## src/rtl/seg_agu_pkg.sv

```systemverilog
// Package: shared encodings for the segmented address generation unit.
// Assumes 3-bit class, operation and register-select codes at the top ports.
package seg_agu_pkg;

    // Access class of a bus address request.
    typedef enum logic [2:0] {
        ACC_FETCH = 3'd0,
        ACC_DATA  = 3'd1,
        ACC_ZPG   = 3'd2,
        ACC_SSTK  = 3'd3,
        ACC_USTK  = 3'd4,
        ACC_VEC   = 3'd5,
        ACC_RSV6  = 3'd6,
        ACC_RSV7  = 3'd7
    } acc_e;

    // Program counter operations.
    typedef enum logic [2:0] {
        PC_HOLD = 3'd0,
        PC_REL  = 3'd1,
        PC_LJMP = 3'd2,
        PC_LJSR = 3'd3,
        PC_FAR  = 3'd4,
        PC_FARL = 3'd5,
        PC_IRQ  = 3'd6,
        PC_NOP7 = 3'd7
    } pcop_e;

    // Segment register slots reachable through the write port.
    localparam int SEG_CS    = 0;
    localparam int SEG_DS    = 1;
    localparam int SEG_ZP    = 2;
    localparam int SEG_US    = 3;
    localparam int SEG_SYS0  = 4;
    localparam int SEG_SYS1  = 5;
    localparam int NUM_SEG_REGS = 6;
    localparam int SEL_W        = 3;

endpackage

```

## src/rtl/seg_agu_regs.sv

```systemverilog
// Segment register file: N_REGS words of DATA_W bits with one write port.
// Assumes selects at or above N_REGS are legal and are simply ignored.
module seg_agu_regs #(
    parameter int DATA_W = 32,
    parameter int N_REGS = 6,
    parameter int SEL_W  = 3
) (
    input  logic                           clk,
    input  logic                           rst_n,
    input  logic                           wr_en,
    input  logic [SEL_W-1:0]               wr_sel,
    input  logic [DATA_W-1:0]              wr_data,
    output logic [N_REGS-1:0][DATA_W-1:0]  regs_q
);

    for (genvar i = 0; i < N_REGS; i++) begin : g_reg
        // Load slot i when it is selected, clear it on reset.
        always_ff @(posedge clk) begin
            if (!rst_n) begin
                regs_q[i] <= '0;
            end else if (wr_en && (wr_sel == SEL_W'(i))) begin
                regs_q[i] <= wr_data;
            end
        end

        p_write_lands_r2: assert property (@(posedge clk) disable iff (!rst_n)
            (wr_en && (wr_sel == SEL_W'(i))) |=> (regs_q[i] == $past(wr_data)));

        p_unselected_stable_r2: assert property (@(posedge clk) disable iff (!rst_n)
            !(wr_en && (wr_sel == SEL_W'(i))) |=> $stable(regs_q[i]));
    end

endmodule

```

## src/rtl/seg_agu_addr.sv

```systemverilog
// Address former: combines the offset, index and the class-selected
// segment/page base into a bus address. Purely combinational; clk and
// rst_n serve the checks only. Assumes PAGE_W < OFF_W < ADDR_W.
module seg_agu_addr
    import seg_agu_pkg::*;
#(
    parameter int ADDR_W = 32,
    parameter int OFF_W  = 16,
    parameter int PAGE_W = 8,
    localparam int SEG_W = ADDR_W - OFF_W,
    localparam int ZPB_W = ADDR_W - PAGE_W
) (
    input  logic              clk,
    input  logic              rst_n,
    input  acc_e              acc_class,
    input  logic [OFF_W-1:0]  offset,
    input  logic [OFF_W-1:0]  index,
    input  logic [SEG_W-1:0]  pc_seg,
    input  logic [SEG_W-1:0]  ds_seg,
    input  logic [SEG_W-1:0]  us_seg,
    input  logic [ZPB_W-1:0]  zp_base,
    input  logic [ADDR_W-1:0] sys0,
    output logic [ADDR_W-1:0] bus_addr
);

    logic [OFF_W-1:0]  lin_off;
    logic [PAGE_W-1:0] zp_low;
    logic [PAGE_W-1:0] sp_low;

    // Offset sums, each wrapping inside its own field width.
    always_comb begin
        lin_off = offset + index;
        zp_low  = offset[PAGE_W-1:0] + index[PAGE_W-1:0];
        sp_low  = sys0[PAGE_W-1:0] + offset[PAGE_W-1:0];
    end

    // Pick the segment or page base by access class.
    always_comb begin
        unique case (acc_class)
            ACC_FETCH: bus_addr = {pc_seg, lin_off};
            ACC_DATA:  bus_addr = {ds_seg, lin_off};
            ACC_USTK:  bus_addr = {us_seg, lin_off};
            ACC_ZPG:   bus_addr = {zp_base, zp_low};
            ACC_SSTK:  bus_addr = {sys0[ADDR_W-1:PAGE_W], sp_low};
            ACC_VEC:   bus_addr = {{SEG_W{1'b0}}, offset};
            default:   bus_addr = '0;
        endcase
    end

    p_data_seg_r3: assert property (@(posedge clk) disable iff (!rst_n)
        (acc_class == ACC_DATA) |-> (bus_addr[ADDR_W-1:OFF_W] == ds_seg));

    p_fetch_seg_r3: assert property (@(posedge clk) disable iff (!rst_n)
        (acc_class == ACC_FETCH) |-> (bus_addr[ADDR_W-1:OFF_W] == pc_seg));

    p_zpg_page_r4: assert property (@(posedge clk) disable iff (!rst_n)
        (acc_class == ACC_ZPG) |-> (bus_addr[ADDR_W-1:PAGE_W] == zp_base));

    p_sstk_page_r5: assert property (@(posedge clk) disable iff (!rst_n)
        (acc_class == ACC_SSTK) |-> (bus_addr[ADDR_W-1:PAGE_W] == sys0[ADDR_W-1:PAGE_W]));

    p_vec_seg_zero_r6: assert property (@(posedge clk) disable iff (!rst_n)
        (acc_class == ACC_VEC) |-> (bus_addr[ADDR_W-1:OFF_W] == '0));

endmodule

```

## src/rtl/seg_agu_pc.sv

```systemverilog
// Program counter and link register. Applies relative, legacy, far and
// interrupt-entry updates; calls save the pre-update counter as link.
// Assumes the code and interrupt segments arrive as their upper halves.
module seg_agu_pc
    import seg_agu_pkg::*;
#(
    parameter int ADDR_W = 32,
    parameter int OFF_W  = 16,
    localparam int SEG_W = ADDR_W - OFF_W
) (
    input  logic              clk,
    input  logic              rst_n,
    input  pcop_e             pc_op,
    input  logic [ADDR_W-1:0] tgt,
    input  logic [SEG_W-1:0]  cs_seg,
    input  logic [SEG_W-1:0]  isr_seg,
    output logic [ADDR_W-1:0] pc_q,
    output logic [ADDR_W-1:0] link_q
);

    logic [ADDR_W-1:0] pc_d;
    logic              save_link;

    // Next program counter for each operation.
    always_comb begin
        unique case (pc_op)
            PC_REL:           pc_d = {pc_q[ADDR_W-1:OFF_W], pc_q[OFF_W-1:0] + tgt[OFF_W-1:0]};
            PC_LJMP, PC_LJSR: pc_d = {cs_seg, tgt[OFF_W-1:0]};
            PC_FAR, PC_FARL:  pc_d = tgt;
            PC_IRQ:           pc_d = {isr_seg, tgt[OFF_W-1:0]};
            default:          pc_d = pc_q;
        endcase
        save_link = (pc_op == PC_LJSR) || (pc_op == PC_FARL) || (pc_op == PC_IRQ);
    end

    // Register the program counter.
    always_ff @(posedge clk) begin
        if (!rst_n) pc_q <= '0;
        else        pc_q <= pc_d;
    end

    // Capture the return address on calls and interrupt entry.
    always_ff @(posedge clk) begin
        if (!rst_n)         link_q <= '0;
        else if (save_link) link_q <= pc_q;
    end

    p_rel_keeps_seg_r7: assert property (@(posedge clk) disable iff (!rst_n)
        (pc_op == PC_REL) |=> (pc_q[ADDR_W-1:OFF_W] == $past(pc_q[ADDR_W-1:OFF_W])));

    p_hold_r7: assert property (@(posedge clk) disable iff (!rst_n)
        ((pc_op == PC_HOLD) || (pc_op == PC_NOP7)) |=> $stable(pc_q));

    p_legacy_seg_r8: assert property (@(posedge clk) disable iff (!rst_n)
        ((pc_op == PC_LJMP) || (pc_op == PC_LJSR)) |=> (pc_q[ADDR_W-1:OFF_W] == $past(cs_seg)));

    p_far_full_r9: assert property (@(posedge clk) disable iff (!rst_n)
        ((pc_op == PC_FAR) || (pc_op == PC_FARL)) |=> (pc_q == $past(tgt)));

    p_irq_seg_r10: assert property (@(posedge clk) disable iff (!rst_n)
        (pc_op == PC_IRQ) |=> (pc_q[ADDR_W-1:OFF_W] == $past(isr_seg)));

    p_link_saved_r11: assert property (@(posedge clk) disable iff (!rst_n)
        ((pc_op == PC_LJSR) || (pc_op == PC_FARL) || (pc_op == PC_IRQ)) |=> (link_q == $past(pc_q)));

    p_link_kept_r11: assert property (@(posedge clk) disable iff (!rst_n)
        !((pc_op == PC_LJSR) || (pc_op == PC_FARL) || (pc_op == PC_IRQ)) |=> $stable(link_q));

endmodule

```

## src/rtl/seg_agu.sv

```systemverilog
// Top of the segmented address generation unit: segment register file,
// address former and program counter unit. Assumes decode drives the
// class, offsets and program counter commands each cycle.
module seg_agu
    import seg_agu_pkg::*;
#(
    parameter int ADDR_W = 32,
    parameter int OFF_W  = 16,
    parameter int PAGE_W = 8
) (
    input  logic              clk,
    input  logic              rst_n,
    input  logic              wr_en,
    input  logic [2:0]        wr_sel,
    input  logic [ADDR_W-1:0] wr_data,
    input  logic [2:0]        acc_class,
    input  logic [OFF_W-1:0]  offset,
    input  logic [OFF_W-1:0]  index,
    input  logic [2:0]        pc_op,
    input  logic [ADDR_W-1:0] tgt,
    output logic [ADDR_W-1:0] bus_addr,
    output logic [ADDR_W-1:0] pc,
    output logic [ADDR_W-1:0] link
);

    localparam int SEG_W = ADDR_W - OFF_W;
    localparam int ZPB_W = ADDR_W - PAGE_W;

    logic [NUM_SEG_REGS-1:0][ADDR_W-1:0] regs_q;
    logic                                unused_low_bits;

    // Only upper fields of most registers are significant.
    assign unused_low_bits = ^{regs_q[SEG_CS][OFF_W-1:0], regs_q[SEG_DS][OFF_W-1:0],
                               regs_q[SEG_US][OFF_W-1:0], regs_q[SEG_SYS1][OFF_W-1:0],
                               regs_q[SEG_ZP][PAGE_W-1:0]};

    seg_agu_regs #(
        .DATA_W (ADDR_W),
        .N_REGS (NUM_SEG_REGS),
        .SEL_W  (SEL_W)
    ) i_regs (
        .clk     (clk),
        .rst_n   (rst_n),
        .wr_en   (wr_en),
        .wr_sel  (wr_sel),
        .wr_data (wr_data),
        .regs_q  (regs_q)
    );

    seg_agu_addr #(
        .ADDR_W (ADDR_W),
        .OFF_W  (OFF_W),
        .PAGE_W (PAGE_W)
    ) i_addr (
        .clk       (clk),
        .rst_n     (rst_n),
        .acc_class (acc_e'(acc_class)),
        .offset    (offset),
        .index     (index),
        .pc_seg    (pc[ADDR_W-1:OFF_W]),
        .ds_seg    (regs_q[SEG_DS][ADDR_W-1:OFF_W]),
        .us_seg    (regs_q[SEG_US][ADDR_W-1:OFF_W]),
        .zp_base   (regs_q[SEG_ZP][ADDR_W-1:PAGE_W]),
        .sys0      (regs_q[SEG_SYS0]),
        .bus_addr  (bus_addr)
    );

    seg_agu_pc #(
        .ADDR_W (ADDR_W),
        .OFF_W  (OFF_W)
    ) i_pc (
        .clk     (clk),
        .rst_n   (rst_n),
        .pc_op   (pcop_e'(pc_op)),
        .tgt     (tgt),
        .cs_seg  (regs_q[SEG_CS][ADDR_W-1:OFF_W]),
        .isr_seg (regs_q[SEG_SYS1][ADDR_W-1:OFF_W]),
        .pc_q    (pc),
        .link_q  (link)
    );

    // Unused width guards: derived widths must stay positive.
    initial begin
        a_widths_ok: assert (SEG_W > 0 && ZPB_W > SEG_W);
    end

endmodule

```

## config.mk

```make
export PLATFORM = sky130hd
export DESIGN_NAME = seg_agu
export DESIGN_NICKNAME = d
export VERILOG_FILES = /design/src/rtl/seg_agu_pkg.sv /design/src/rtl/seg_agu_regs.sv /design/src/rtl/seg_agu_addr.sv /design/src/rtl/seg_agu_pc.sv /design/src/rtl/seg_agu.sv
export SDC_FILE = /design/constraint.sdc
export NUM_CORES = 1
export LEC_CHECK = 0
export ABC_AREA = 1
export ABC_CLOCK_PERIOD_IN_PS = 6400
export CAP_MARGIN = 20
export CORE_MARGIN = 2
export CORE_UTILIZATION = 40
export CTS_CLUSTER_SIZE = 8
export DETAILED_ROUTE_END_ITERATION = 7
export DONT_BUFFER_PORTS = 1
export GPL_TIMING_DRIVEN = 0
export SLEW_MARGIN = 30
export SYNTH_ARGS = -nofsm -noshare
export SYNTH_HDL_FRONTEND = slang
export SYNTH_HIERARCHICAL = 1
export SYNTH_SLANG_ARGS = --single-unit
```

## constraint.sdc

```tcl
create_clock -name clk -period 6.4 [get_ports clk]
set_input_delay 0.64 -clock clk [delete_from_list [all_inputs] [get_ports clk]]
set_output_delay 0.64 -clock clk [all_outputs]
set_load 0.02 [all_outputs]
```

==> flow_summary.json <==
{
  "rows": 60,
  "grt_max_degree": 19,
  "first_pass_iters": 7,
  "grt_first_pass_wirelength_um": 54500,
  "hold_viol_final": 0,
  "syn_avg_cell_area_um2": 6.29,
  "utilization": 0.442,
  "dpl.hpwl_um": 26700,
  "worst_slew_pin_slew_ns": 0.605,
  "place.gp.congestion": 0.894,
  "detail-route-antenna-nets": 0,
  "startpoint_type": "input port",
  "clock_sinks": 184,
  "io_pins": 204,
  "setup.worst_path.end_class": "primary output",
  "vias": 10800,
  "period_minus_slack_ns": 3.58,
  "nFillCells": 2873,
  "combPwrFrac": 0.202,
  "p_per_area_nw_per_um2": 249,
  "cts_buffers": 17,
  "cts-root-buf": "clkbuf_16",
  "switchingPower_w": 0.00102,
  "die_h_um": 168,
  "drc": 0,
  "cts_tree": "done",
  "timing.slew.headroom": 0.596,
  "finalCritPeriodShare": 0.560,
  "ir_drop_mv": 0.135,
  "maxCapViolCount": 0,
  "wl_met3_um": 2610,
  "max_freq_ghz": 0.279,
  "crit_type": "in2out",
  "preCtsSetupSlack_ns": 2.83,
  "cts_resized": 0,
  "slew_violations": 0,
  "p_sw_frac": 0.346,
  "groute.usage.overall": 0.242,
  "grt_pass1_vias": 10200,
  "fin_tns_setup_ns": 0,
  "final_layout_size_suffix_gt1_frac": 0.0789,
  "met2_wirelength_um": 15500,
  "h-tree-depth": 4,
  "yosysWarnings": 6,
  "globalRouteOverflowTotal": 0,
  "clockBufferDepth": 2,
  "worst_slack_ns": 2.82,
  "p_clk_frac": 0.347,
  "intPower_w": 0.00193,
  "start_util": 0.405,
  "antenna_found_initial": 2,
  "drt_iter0_drc": 847,
  "postSynthCellCount": 1719,
  "power_frac_seq": 0.451,
  "portBuffers": 0,
  "drt-vias-per-instance": 5.18,
  "postRouteWirelength_um": 34100,
  "nets": 1888,
  "routedWlPerCell_um": 16.3,
  "wl_met1_um": 15200,
  "coreArea_um2": 26700,
  "syn_to_final_growth_pct": 9.15,
  "setup_viol": 0,
  "crit_fanout": 10,
  "die_x_um": 168,
  "holdBufCountCts": 0,
  "syn-num-nets": 1869,
  "cp.required_ns": 5.76,
  "clk_pin_slew_ns": 0.08,
  "hold_class": "in2reg",
  "post_cts_buffers": 0,
  "layout_commonest_cell": "nand2_1",
  "rsz0062_at_grt": "false",
  "top_layer": "met5",
  "status": "finished, final reports clean",
  "worstSkewPairLatency_ns": 0.44,
  "arrival_ns": 2.94,
  "die-area_um2": 28400,
  "final_cell_mix": "nand2_1, nor2_1, nand3_1",
  "leakagePower_nw": 5.56,
  "synth_area_um2": 10800,
  "skew_ns": 0.0121
}
==> stage by stage <==
stage | std cells | area, um2 | hold slack (ns) | power, W
after global placement | 2060 | 11200 | 0.461 | 0.00194
final | 2092 | 11800 | 0.364 | 0.00294
after floorplan | 1719 | 10800 | 0.452 | 0.00179
after global routing | 2092 | 11800 | 0.349 | 0.00311
after CTS | 2091 | 11800 | 0.354 | 0.00297
after detailed placement | 2060 | 11200 | 0.472 | 0.00195
==> path summary, 6_finish.rpt <==
path | startpoint | end | slack, ns | depth (start not counted)
max reg2reg | i_pc/pc_q[0]$_SDFFE_PN0P_ | i_pc/pc_q[8]$_SDFFE_PN0P_ | 4.39 | 9
min | tgt[4] | i_pc/pc_q[4]$_SDFFE_PN0P_ | 0.36 | 2
max | acc_class[2] | bus_addr[4] | 2.82 | 13
min reg2reg | i_regs/regs_q[72]$_SDFFE_PN0P_ | i_regs/regs_q[72]$_SDFFE_PN0P_ | 0.48 | 2
==> cell type report <==
| type | count | area, um2 | share of cell area |
|---|---|---|---|
| well taps | 341 | 427 | 0.0361 |
| inverters | 174 | 657 | 0.0556 |
| plain buffers | 101 | 504 | 0.0427 |
| flip-flops and latches | 184 | 3680 | 0.312 |
| diodes | 1 | 2.50 | 0.000212 |
| multi-input cells | 1260 | 5970 | 0.506 |
| clock inverters | 14 | 135 | 0.0114 |
| clock buffers | 17 | 425 | 0.0360 |
==> registers in the layout, summed over array words and instances (netlist names) <==
signal	cells
i_regs/regs_q	120
i_pc/link_q	32
i_pc/pc_q	32
==> metal layers <==
metal,vias up,GRT usage
li1,5505,-
met1,4968,0.317
met2,330,0.397
met3,36,0.0596
met4,2,0.0660
met5,-,0
==> critical path: stages <==
cell	delay, ns
buf_6	0.15
inv_4	0.10
nand3_4	0.13
inv_2	0.09
buf_2	0.22
nand2_1	0.13
nand2_1	0.06
ha_1	0.22
fa_1	0.44
a21oi_1	0.15
o21bai_1	0.09
o21ai_0	0.24
nand3_1	0.26
==> power by group through the flow <==
stage / logic (W) / registers (W) / clock network, W
4_1_cts: 0.000592 / 0.00133 / 0.00105
2_1_floorplan: 0.000464 / 0.00133 / 0
3_3_place_gp: 0.000581 / 0.00136 / 0
3_5_place_dp: 0.000589 / 0.00136 / 0
6_report: 0.000595 / 0.00133 / 0.00102
5_1_grt: 0.000683 / 0.00134 / 0.00109
Note: power is estimated with default switching activity, not from simulation.
